--- src/rtl/rmm_pkg.sv ---
// Package: shared pass encoding for the rotate-mask move sequencer.
// Assumes the 3-bit step field in the state uses its low two bits as the pass.
package rmm_pkg;

    // Pass number held in the low two step bits; the order is the behaviour.
    typedef enum logic [1:0] {
        PASS_SRC   = 2'd0,
        PASS_DST   = 2'd1,
        PASS_WR    = 2'd2,
        PASS_FETCH = 2'd3
    } pass_e;

    localparam int STEP_W = 3;

    // Step value that follows a given pass, with the top step bit kept at zero.
    function automatic logic [STEP_W-1:0] step_after(input pass_e p);
        logic [1:0] nxt;
        nxt = p + 2'd1;
        return {1'b0, nxt};
    endfunction

endpackage

--- src/rtl/rmm_rotmask.sv ---
// Module: rotate-left the source word, then merge it into the kept word under a mask.
// Assumes DATA_W is a power of two, so the rotate count covers every position.
module rmm_rotmask #(
    parameter int DATA_W = 32,
    localparam int ROT_W = $clog2(DATA_W)
) (
    input  logic [DATA_W-1:0] src_word,
    input  logic [DATA_W-1:0] keep_word,
    input  logic [DATA_W-1:0] mask,
    input  logic [ROT_W-1:0]  rot,
    output logic [DATA_W-1:0] merged
);

    logic [2*DATA_W-1:0] doubled;
    logic [DATA_W-1:0]   rotated;

    // Rotate by shifting a doubled copy and keeping its upper half.
    always_comb begin
        doubled = {src_word, src_word} << rot;
        rotated = doubled[2*DATA_W-1:DATA_W];
    end

    // Per-bit select between rotated source and kept destination.
    for (genvar b = 0; b < DATA_W; b++) begin : g_bit
        assign merged[b] = mask[b] ? rotated[b] : keep_word[b];
    end

    // Bits outside the mask must match the kept word.
    always_comb begin
        p_keep_unmasked_r5: assert (((merged ^ keep_word) & ~mask) == '0);
    end

endmodule

--- src/rtl/rmm_step_ctl.sv ---
// Module: decodes the step field of the state into the current pass and strobes.
// Assumes the state register forces the top step bit to zero on every update.
module rmm_step_ctl
    import rmm_pkg::*;
(
    input  logic              clk,
    input  logic              rst_n,
    input  logic [STEP_W-1:0] step_q,
    output pass_e             pass,
    output logic [STEP_W-1:0] step_nxt,
    output logic              rd_stb,
    output logic              wr_stb,
    output logic              fetch_stb
);

    // Pass decode and the step value that follows it.
    always_comb begin
        pass     = pass_e'(step_q[1:0]);
        step_nxt = step_after(pass);
    end

    // One strobe per pass; both read passes share the data read strobe.
    always_comb begin
        rd_stb    = 1'b0;
        wr_stb    = 1'b0;
        fetch_stb = 1'b0;
        unique case (pass)
            PASS_SRC, PASS_DST: rd_stb    = 1'b1;
            PASS_WR:            wr_stb    = 1'b1;
            PASS_FETCH:         fetch_stb = 1'b1;
        endcase
    end

    // The stored top step bit never leaves zero.
    p_step_top_clear_r7: assert property (@(posedge clk) disable iff (!rst_n)
        step_q[STEP_W-1] == 1'b0);

    // Passes advance by exactly one each cycle.
    p_pass_advance_r6: assert property (@(posedge clk) disable iff (!rst_n)
        1'b1 |=> step_q[1:0] == $past(step_q[1:0]) + 2'd1);

endmodule

--- src/rtl/rmm_state_reg.sv ---
// Module: 256-bit instruction state register.
// Loads a fetched word, then reuses the low source-address bits for the two
// read data words. Assumes 2*DATA_W <= FIELD_W and that the step field lies in
// the top field.
module rmm_state_reg
    import rmm_pkg::*;
#(
    parameter int FIELD_W  = 64,
    parameter int DATA_W   = 32,
    parameter int STEP_LSB = 229,
    localparam int STATE_W = 4 * FIELD_W
) (
    input  logic               clk,
    input  logic               rst_n,
    input  pass_e              pass,
    input  logic [STEP_W-1:0]  step_nxt,
    input  logic [STATE_W-1:0] ins_word,
    input  logic [DATA_W-1:0]  rd_word,
    output logic [STATE_W-1:0] state_q
);

    localparam logic [STEP_W-1:0] BOOT_STEP = {1'b0, PASS_FETCH};

    // State update per pass; reset points the next address at zero, step at fetch.
    always_ff @(posedge clk) begin
        if (!rst_n) begin
            state_q                          <= '0;
            state_q[STEP_LSB +: STEP_W]      <= BOOT_STEP;
        end else begin
            unique case (pass)
                PASS_SRC: begin
                    state_q                     <= ins_word;
                    state_q[STEP_LSB +: STEP_W] <= step_nxt;
                end
                PASS_DST: begin
                    state_q[0 +: DATA_W]        <= rd_word;
                    state_q[STEP_LSB +: STEP_W] <= step_nxt;
                end
                PASS_WR: begin
                    state_q[DATA_W +: DATA_W]   <= rd_word;
                    state_q[STEP_LSB +: STEP_W] <= step_nxt;
                end
                PASS_FETCH: begin
                    state_q[STEP_LSB +: STEP_W] <= step_nxt;
                end
            endcase
        end
    end

    // The source word captured in the destination-read pass is held through the write.
    p_from_hold_r5: assert property (@(posedge clk) disable iff (!rst_n)
        (pass == PASS_WR) |=> state_q[0 +: DATA_W] == $past(state_q[0 +: DATA_W]));

endmodule

--- src/rtl/rmm_sequencer.sv ---
// Module: top of the four-pass rotate-mask move sequencer.
// Per instruction: source read, destination read, merged write, next fetch.
// Assumes memory returns read and fetch data one cycle after the strobe and
// that ADDR_W <= FIELD_W.
module rmm_sequencer
    import rmm_pkg::*;
#(
    parameter int FIELD_W = 64,
    parameter int ADDR_W  = 64,
    parameter int DATA_W  = 32,
    localparam int STATE_W = 4 * FIELD_W
) (
    input  logic               clk,
    input  logic               rst_n,
    output logic               mem_rd,
    output logic               mem_wr,
    output logic               ins_rd,
    output logic [ADDR_W-1:0]  mem_addr,
    output logic [DATA_W-1:0]  mem_wdata,
    input  logic [DATA_W-1:0]  mem_rdata,
    input  logic [STATE_W-1:0] ins_rdata
);

    localparam int ROT_W    = $clog2(DATA_W);
    localparam int SRC_LSB  = 0;
    localparam int DST_LSB  = FIELD_W;
    localparam int NEXT_LSB = 2 * FIELD_W;
    localparam int MASK_LSB = 3 * FIELD_W;
    localparam int ROT_LSB  = MASK_LSB + DATA_W;
    localparam int STEP_LSB = ROT_LSB + ROT_W;

    logic [STATE_W-1:0] state_q;
    pass_e              pass;
    logic [STEP_W-1:0]  step_nxt;

    rmm_step_ctl u_ctl (
        .clk       (clk),
        .rst_n     (rst_n),
        .step_q    (state_q[STEP_LSB +: STEP_W]),
        .pass      (pass),
        .step_nxt  (step_nxt),
        .rd_stb    (mem_rd),
        .wr_stb    (mem_wr),
        .fetch_stb (ins_rd)
    );

    rmm_state_reg #(
        .FIELD_W  (FIELD_W),
        .DATA_W   (DATA_W),
        .STEP_LSB (STEP_LSB)
    ) u_state (
        .clk      (clk),
        .rst_n    (rst_n),
        .pass     (pass),
        .step_nxt (step_nxt),
        .ins_word (ins_rdata),
        .rd_word  (mem_rdata),
        .state_q  (state_q)
    );

    rmm_rotmask #(
        .DATA_W (DATA_W)
    ) u_merge (
        .src_word  (state_q[0 +: DATA_W]),
        .keep_word (mem_rdata),
        .mask      (state_q[MASK_LSB +: DATA_W]),
        .rot       (state_q[ROT_LSB +: ROT_W]),
        .merged    (mem_wdata)
    );

    // Address select: the source address comes off the fetch bus, before it is stored.
    always_comb begin
        unique case (pass)
            PASS_SRC:        mem_addr = ins_rdata[SRC_LSB +: ADDR_W];
            PASS_DST,
            PASS_WR:         mem_addr = state_q[DST_LSB +: ADDR_W];
            PASS_FETCH:      mem_addr = state_q[NEXT_LSB +: ADDR_W];
        endcase
    end

    // Reset leads to a fetch from address zero.
    p_boot_fetch_r1: assert property (@(posedge clk)
        !rst_n |=> ins_rd && mem_addr == '0 && !mem_rd && !mem_wr);

    // A fetch is followed by a data read.
    p_fetch_then_read_r2: assert property (@(posedge clk) disable iff (!rst_n)
        ins_rd |=> mem_rd && !ins_rd);

    // A write targets the address read in the cycle before.
    p_write_same_addr_r4: assert property (@(posedge clk) disable iff (!rst_n)
        mem_wr |-> $past(mem_rd) && mem_addr == $past(mem_addr));

    // A write is followed by a fetch.
    p_write_then_fetch_r6: assert property (@(posedge clk) disable iff (!rst_n)
        mem_wr |=> ins_rd);

    // At most one strobe per cycle.
    p_one_strobe_r8: assert property (@(posedge clk) disable iff (!rst_n)
        $onehot0({mem_rd, mem_wr, ins_rd}));

endmodule

--- config.mk ---
export PLATFORM = sky130hd
export DESIGN_NAME = rmm_sequencer
export DESIGN_NICKNAME = d
export VERILOG_FILES = /design/src/rtl/rmm_pkg.sv /design/src/rtl/rmm_rotmask.sv /design/src/rtl/rmm_step_ctl.sv /design/src/rtl/rmm_state_reg.sv /design/src/rtl/rmm_sequencer.sv
export SDC_FILE = /design/constraint.sdc
export NUM_CORES = 1
export LEC_CHECK = 0
export ABC_AREA = 1
export BUFFER_PORTS_ARGS = -buffer_cell sky130_fd_sc_hd__buf_2
export CAP_MARGIN = 20
export CORE_ASPECT_RATIO = 1.2
export CORE_MARGIN = 2
export CORE_UTILIZATION = 28
export DETAILED_ROUTE_END_ITERATION = 10
export PLACE_DENSITY = 0.52
export RECOVER_POWER = 25
export SYNTH_ARGS = -nofsm -noshare
export SYNTH_HDL_FRONTEND = slang
export SYNTH_SLANG_ARGS = --single-unit
--- constraint.sdc ---
create_clock -name clk -period 3.2 [get_ports clk]
set_input_delay 0.32 -clock clk [delete_from_list [all_inputs] [get_ports clk]]
set_output_delay 0.32 -clock clk [all_outputs]
set_load 0.05 [all_outputs]
# Yosys cells after proc, flatten, opt, wreduce, memory -nomap -nowiden
# Index checks and enable logic that the tools add are counted.
[word_totals] output_inout_bits=99 ff_bits=199 input_bits=290 wordCells=51
[op_classes] n_reduce_logical=5 eq_ne=3 shift=1 muxes=38 addsub=1
[ops] op="64-bit case mux with 3 select lines" n=1
[ops] op="32-bit case mux with 2 select lines" n=1
[ops] op="64-bit by 5-bit << shifter with 64-bit output" n=1
[ops] op="1-bit two-way mux" n=35
[ops] op="2-bit == test, second input constant" n=2
[ops] op="2-bit OR reduction" n=2
[ops] op="4-bit OR reduction" n=1
[ops] op="2-bit by 1-bit adder with 2-bit output, second input constant" n=1
[ops] op="2-bit by 1-bit == test with 1-bit output, second input constant" n=1
[ops] op="2-bit logical NOT" n=1
[ops] op="2-bit two-way mux" n=1
[ops] op="2-bit nonzero test" n=1

# Longest topological paths before layout
# Gate-level depths: netlist (run 1).
[logic_depth] depth_word=3 mapped_depth=11 ltp_nobuf=9

# By module
# Synthesis (run 1) repeated with hierarchy kept, for this count alone.
[hier_totals] hier_cells=2261 area_unflattened_um2=14263.7
[modules_own_cells] mod="rmm_state_reg" n_inst=1 area_per_inst_um2=9704.3 seq_area_each_um2=5124.9 cells_each=1312
[modules_own_cells] mod="rmm_rotmask" n_inst=1 area_per_inst_um2=2736.4 seq_area_each_um2=0.0 cells_each=520
[modules_own_cells] mod="rmm_sequencer" n_inst=1 area_per_inst_um2=1727.9 seq_area_each_um2=0.0 cells_each=416
[modules_own_cells] mod="rmm_step_ctl" n_inst=1 area_per_inst_um2=95.1 seq_area_each_um2=0.0 cells_each=13

# Worst setup path before layout (run 1)
# Ideal clock, no wire load.
[synth_path] kind="register to output" start="register u_state.state_q[229]" end="output mem_addr[0]" setup_slack_ps=806 arrival_ps=2074 n_path_buf=1 required_time_ps=2880 path_stages_with_launch=5 path_cell_list="dfxtp_1 ha_1 inv_2 clkbuf_1 o221ai_1"
[synth_via] elab_chain_len=3 word_cells_on_any_way=6 cone_classes="eq/ne (3); mux (1); reduce/logical (2)"
[synth_lines] item="from (decl)" line_no="rmm_state_reg.sv:19" text="output logic [STATE_W-1:0] state_q"
[synth_lines] item="from (signal assigned)" line_no="rmm_state_reg.sv:32" text="state_q <= ins_word;"
[synth_lines] item="from (signal, indexed assignment)" line_no="rmm_state_reg.sv:33" text="state_q[STEP_LSB +: STEP_W] <= step_nxt;"
[synth_lines] item="from (signal, indexed assignment)" line_no="rmm_state_reg.sv:36" text="state_q[0 +: DATA_W] <= rd_word;"
[synth_lines] item="2-bit by 1-bit == test with 1-bit output or 2-bit == test (tied branches)"
[synth_lines] item="2-bit OR reduction" line_no="rmm_sequencer.sv:73" text="unique case (pass)"
[synth_lines] item="64-bit case mux with 3 select lines (*)" line_no="rmm_sequencer.sv:73"
[synth_lines] item="to (decl)" line_no="rmm_sequencer.sv:18" text="output logic [ADDR_W-1:0] mem_addr,"
# Every way passes the cells marked *; elsewhere a longest branch is shown, timed or not.

# Worst setup path after layout (run 1)
[layout_path] start="register u_state.state_q[224]" end="output mem_wdata[23]"
[layout_via] elab_chain_len=2
[layout_lines] item="64-bit by 5-bit << shifter with 64-bit output" line_no="rmm_rotmask.sv:19" text="doubled = {src_word, src_word} << rot;"
[layout_lines] item="1-bit two-way mux" line_no="rmm_rotmask.sv:25" text="assign merged[b] = mask[b] ? rotated[b] : keep_word[b];"
[layout_lines] item="to (decl)" line_no="rmm_sequencer.sv:19" text="output logic [DATA_W-1:0] mem_wdata,"
# Every way passes these cells.

==> flow_summary.yaml, run 1 <==
routing:
  ant_nets: 0
  drcViolationCount: 0
  via_per_inst: 4.960
  avgRoutedWirePerCell_um: 18.00
  drtPass1Iterations: 5
  routed_wl_um: 42270
  vias: 11650
  drtIter0Drc: 732
cts:
  htree_num_levels: 4
  cts_hold_buf: 0
  clk_pin_slew_ns: 0.08
  cts_resized: 0
  cts_setup_buffers: 0
  numClockSinks: 199
  clk_latency_ns: 0.47
  numCtsBuffers: 17
  cts_tree: "built"
  clk_path_buf_depth: 2
  root_buffer: "clkbuf_16"
run_status:
  violations: "max-capacitance violations, max-slew violations"
  status: "finished, violations left"
finish:
  top_regs: "u_state.state_q x199"
  seqCellArea_mm2: 0.003984
  largest_register_ffs: 199
  syn_to_final_growth_pct: 24.65
  postLayoutCellArea_mm2: 0.01347
  drive_above_1_share_pct: 27.88
  finish.net_count: 2146
  final_cell_count_no_fill: 2348
  multi_input_area_mm2: 0.005897
  regMostFlops: "u_state.state_q"
  n_fill_cell: 4203
  post-route-util_pct: 35.49
global_route:
  grt.overflow.total: 0
  grtUsageTotal_pct: 20.91
  grt_pass1_vias: 11430
  antenna_found_initial: 4
  grt_max_degree: 97
  grt_pass1_wl_um: 64170
power:
  leakage_nw: 6.025
  switching_share_pct: 36.07
  comb_power_share_pct: 28.2
  p_int_mw: 4.474
  pwr-share-clk_pct: 33.2
  power_density_mw_per_mm2: 519.4
  seqPwrFrac_pct: 38.6
  power_mw: 6.998
  peakVddDrop_mv: 0.3958
  switchingPower_mw: 2.524
sta:
  whs_ns: 0.09404
  clock.fmax_mhz: 330.0
  min_period_over_period_pct: 94.70
  setup_ws_ns: 0.1695
  skew_ns: 0.01114
  setup_viol: 0
  slew-limit-headroom_pct: -84.04
  hold_violations: 0
  final_max_slew_viol_count: 59
  min_period_ns: 3.031
  grt_setup_unrepaired: "no"
  worst_pin_slew_ns: 2.761
  fin_tns_setup_ns: 0
setup_path:
  cpMostUsedCell: "nand2_1"
  crit_start: "u_state.state_q[224]"
  r2r-start: "u_state.state_q[229]"
  crit_slowest_cell: "dfxtp_1"
  worst-setup-path-type: "register to output pin"
  cp.arrival_ns: 2.71
  cp_max_fo: 27
  cp_cell_sequence: "buf_4, nand2_1, nand3_2, nand3_1, nand3_1, nand2_1, nand2_1, nand3_1, nand2_1, buf_2"
  cp-start-kind: "register"
  crit_required_ns: 2.88
  cpPeakStageDelay_ns: 0.55
  end_kind: "output pin"
placement:
  post-dp-hpwl_um: 32170
  place_congestion: 0.8965
  dpl_cell_area_mm2: 0.01284
  dp_cells: 2312
  portBuffers: 361
  pre_cts_slack_ns: 0.6015
yosys:
  async_reset_ff_share_pct: 0
  syn_area_per_cell_um2: 6.893
  synthCells: 1568
  yosysMostFrequentCell: "nand2_1"
  ys_seq_elements: 199
  syn-cell-area_mm2: 0.01081
  synth_commonest_cells: "nand2_1, dfxtp_1, a21oi_1"
  synthFlopType: "dfxtp_1"
  yosys-top-cells-area: "dfxtp_1, nand2_1, a21oi_1"
  synth_edf_count: 0
  synth_fp_nets: 1862
  yosysWarnings: 0
  seq_area_frac_synth_pct: 36.86
  synth_cell_types: 25
  yosys.area.top_type: "dfxtp_1"
  yosys.area.top_type_share_pct: 36.86
floorplan:
  start_util_pct: 28.47
  die_h_um: 219.2
  die_w_um: 183.4
  die-area_mm2: 0.04019
  pin_count: 389
  core_area_mm2: 0.03796
  rows: 78
run:
  cap_violations: 1
min_path:
  min_from: "ins_rdata[102]"
  min_path_type: "input pin to register"
## cell usage in the layout (no fill, tap or decap), drive strengths merged
master,synthesis,layout
diode,0,3
o21ai,39,39
clkinvlp,0,1
dfxtp,199,199
clkbuf,50,26
a21oi,165,165
o221ai,63,63
nand3,224,224
clkinv,0,3
nand2,638,638
ha,4,4
nor2,6,6
bufinv,0,3
buf,72,383
o211ai,32,32
inv,76,79
## metal layers
layer / track usage (%) / up-vias / wire (um)
met3: 4.862 / 68 / 2580
met4: 9.227 / 2 / 1558
met1: 24.56 / 5389 / 16960
li1: - / 5820 / -
met2: 36.25 / 367 / 21160
met5: 0 / - / 7
## kinds of logic after synthesis
logic type	after synthesis	synth area share, %
buf+inv	198	8.740
flops	199	36.86
fa+ha+maj	4	0.4631
simple gates	868	37.16
compound gates	299	16.77
## power groups by stage
stage | Sequential [mW] | Clock (mW) | Combinational, mW
after floorplan | 2.72 | 0 | 1.35
after global placement | 2.76 | 0 | 1.98
after detailed placement | 2.76 | 0 | 1.98
after CTS | 2.70 | 2.38 | 1.99
after global routing | 2.71 | 2.47 | 2.15
final | 2.70 | 2.32 | 1.98
## critical path, delay by kind of cell (launching register included)
kind          cells  cell delay (ns)
flops             1             0.55
buf+inv           2             0.63
simple gates      8             1.04
## path summary, 6_finish.rpt
check / endpoint / slack, ns / cells after the start
setup / recovery: mem_wdata[23] / 0.17 / 10
hold reg to reg: u_state.state_q[229] / 0.43 / 1
hold / removal: u_state.state_q[102] / 0.09 / 3
setup reg to reg: u_state.state_q[212] / 0.98 / 7
## layout make-up
cell class | instances | share of cell area (%)
Antenna cell | 3 | 0.05573
Clock buffer | 22 | 3.520
Inverter | 76 | 2.248
Tap cell | 480 | 4.458
Clock inverter | 10 | 1.031
Timing Repair Buffer | 387 | 15.34
Sequential cell | 199 | 29.57
Multi-Input combinational cell | 1171 | 43.77
(Power assumes the default switching activity.)
==> run 2, diff against run 1 <==
--- a/config.mk
+++ b/config.mk
@@ -11,9 +11,11 @@
 export CORE_ASPECT_RATIO = 1.2
 export CORE_MARGIN = 2
 export CORE_UTILIZATION = 28
+export CTS_BUF_LIST = sky130_fd_sc_hd__clkbuf_4 sky130_fd_sc_hd__clkbuf_8 sky130_fd_sc_hd__clkbuf_16
 export DETAILED_ROUTE_END_ITERATION = 10
 export PLACE_DENSITY = 0.52
 export RECOVER_POWER = 25
+export SKIP_CTS_REPAIR_TIMING = 1
 export SYNTH_ARGS = -nofsm -noshare
 export SYNTH_HDL_FRONTEND = slang
 export SYNTH_SLANG_ARGS = --single-unit
==> flow_summary.yaml, run 2 (synthesis gave the netlist of run 1 again) <==
sta:
  grt_setup_unrepaired: "no"
  setup_ws_ns: 0.1859
  hold_violations: 0
  final_max_slew_viol_count: 59
  fin_tns_setup_ns: 0
  min_period_ns: 3.014
  whs_ns: 0.09398
  min_period_over_period_pct: 94.19
  skew_ns: 0.01128
  setup_viol: 0
  clock.fmax_mhz: 331.8
  slew-limit-headroom_pct: -86.18
  worst_pin_slew_ns: 2.793
cts:
  clk_pin_slew_ns: 0.08
  root_buffer: "clkbuf_16"
  numClockSinks: 199
  cts_tree: "built"
  clk_latency_ns: 0.47
  numCtsBuffers: 17
  htree_num_levels: 4
  clk_path_buf_depth: 2
global_route:
  grt.overflow.total: 0
  grt_pass1_vias: 11430
  grtUsageTotal_pct: 20.91
  grt_max_degree: 97
  grt_pass1_wl_um: 64170
  antenna_found_initial: 4
finish:
  multi_input_area_mm2: 0.005897
  n_fill_cell: 4203
  regMostFlops: "u_state.state_q"
  layout_common_cells: "nand2_1, buf_2, dfxtp_1"
  largest_register_ffs: 199
  drive_above_1_share_pct: 27.99
  seqCellArea_mm2: 0.003984
  finish.net_count: 2146
  top_regs: "u_state.state_q x199"
  post-route-util_pct: 35.51
  final_common_cell: "nand2_1"
  syn_to_final_growth_pct: 24.72
power:
  peakVddDrop_mv: 0.3958
  p_int_mw: 4.491
  leakage_nw: 6.031
  power_density_mw_per_mm2: 520.2
  comb_power_share_pct: 28.2
  switchingPower_mw: 2.522
  seqPwrFrac_pct: 38.5
  switching_share_pct: 35.96
  pwr-share-clk_pct: 33.4
floorplan:
  start_util_pct: 28.47
  rows: 78
  core_area_mm2: 0.03796
  die-area_mm2: 0.04019
  pin_count: 389
  die_h_um: 219.2
  die_w_um: 183.4
setup_path:
  crit_start: "u_state.state_q[224]"
  end_kind: "output pin"
  cp-start-kind: "register"
  cp_max_fo: 27
  r2r-start: "u_state.state_q[229]"
  worst-setup-path-type: "register to output pin"
  worst-r2r-setup-slack_ns: 0.97
  cp.arrival_ns: 2.69
  crit_required_ns: 2.88
routing:
  drcViolationCount: 0
  ant_nets: 0
  drtIter0Drc: 721
  via_per_inst: 4.954
  vias: 11630
  avgRoutedWirePerCell_um: 17.99
  drtPass1Iterations: 5
  routed_wl_um: 42230
placement:
  portBuffers: 361
  post-dp-hpwl_um: 32170
  pre_cts_slack_ns: 0.6015
  place_congestion: 0.8965
min_path:
  min_path_type: "input pin to register"
  min_from: "ins_rdata[102]"
run:
  cap_violations: 1
run_status:
  violations: "max-capacitance violations, max-slew violations"
  status: "finished, violations left"
## run 2: changes by cell type in the layout (fill, tap and decap cells not counted)
| cell | change |
|---|---|
| clkbuf_1 | -2 |
| clkbuf_4 | +2 |
## run 2: final timing paths
kind / endpoint / cells after the start
max: mem_wdata[23] / 10
max reg2reg: u_state.state_q[212] / 7
min reg2reg: u_state.state_q[229] / 1
min: u_state.state_q[102] / 3
## run 2: layout make-up
type / count / area share (%)
flip-flops and latches: 199 / 29.56
multi-input cells: 1171 / 43.75
repair buffers: 387 / 15.33
diodes: 3 / 0.05569
clock inverters: 10 / 1.030
well taps: 480 / 4.456
inverters: 76 / 2.246
clock buffers: 22 / 3.574
## run 2: critical path, stage by stage (launching register included)
cell     delay (ns)
dfxtp_1        0.55
buf_4          0.36
nand2_1        0.17
nand3_2        0.12
nand3_1        0.13
nand3_1        0.13
nand2_1        0.15
nand2_1        0.12
nand3_1        0.09
nand2_1        0.11
buf_2          0.27
## run 2: routing by layer
metal | track usage, % | part of all wire, % | vias to the layer above
met3 | 4.862 | 6.5 | 66
li1 | - | - | 5817
met4 | 9.227 | 3.7 | 2
met5 | 0 | 0.017 | -
met1 | 24.56 | 40 | 5371
met2 | 36.25 | 50 | 376
## run 2: metrics by stage
| step | std cells | cell area [um^2] | power, mW |
|---|---|---|---|
| floorplan | 1568 | 10810 | 4.077 |
| global placement | 2312 | 12840 | 4.732 |
| detailed placement | 2312 | 12840 | 4.737 |
| CTS | 2344 | 13460 | 7.080 |
| global route | 2346 | 13470 | 7.353 |
| finish | 2348 | 13480 | 7.013 |
## run 2: power by group through the flow
stage	Clock (mW)	Combinational (mW)	Sequential, mW
after floorplan	0	1.35	2.72
after global placement	0	1.98	2.76
after detailed placement	0	1.98	2.76
after CTS	2.39	1.99	2.70
after global routing	2.49	2.15	2.71
final	2.34	1.97	2.70
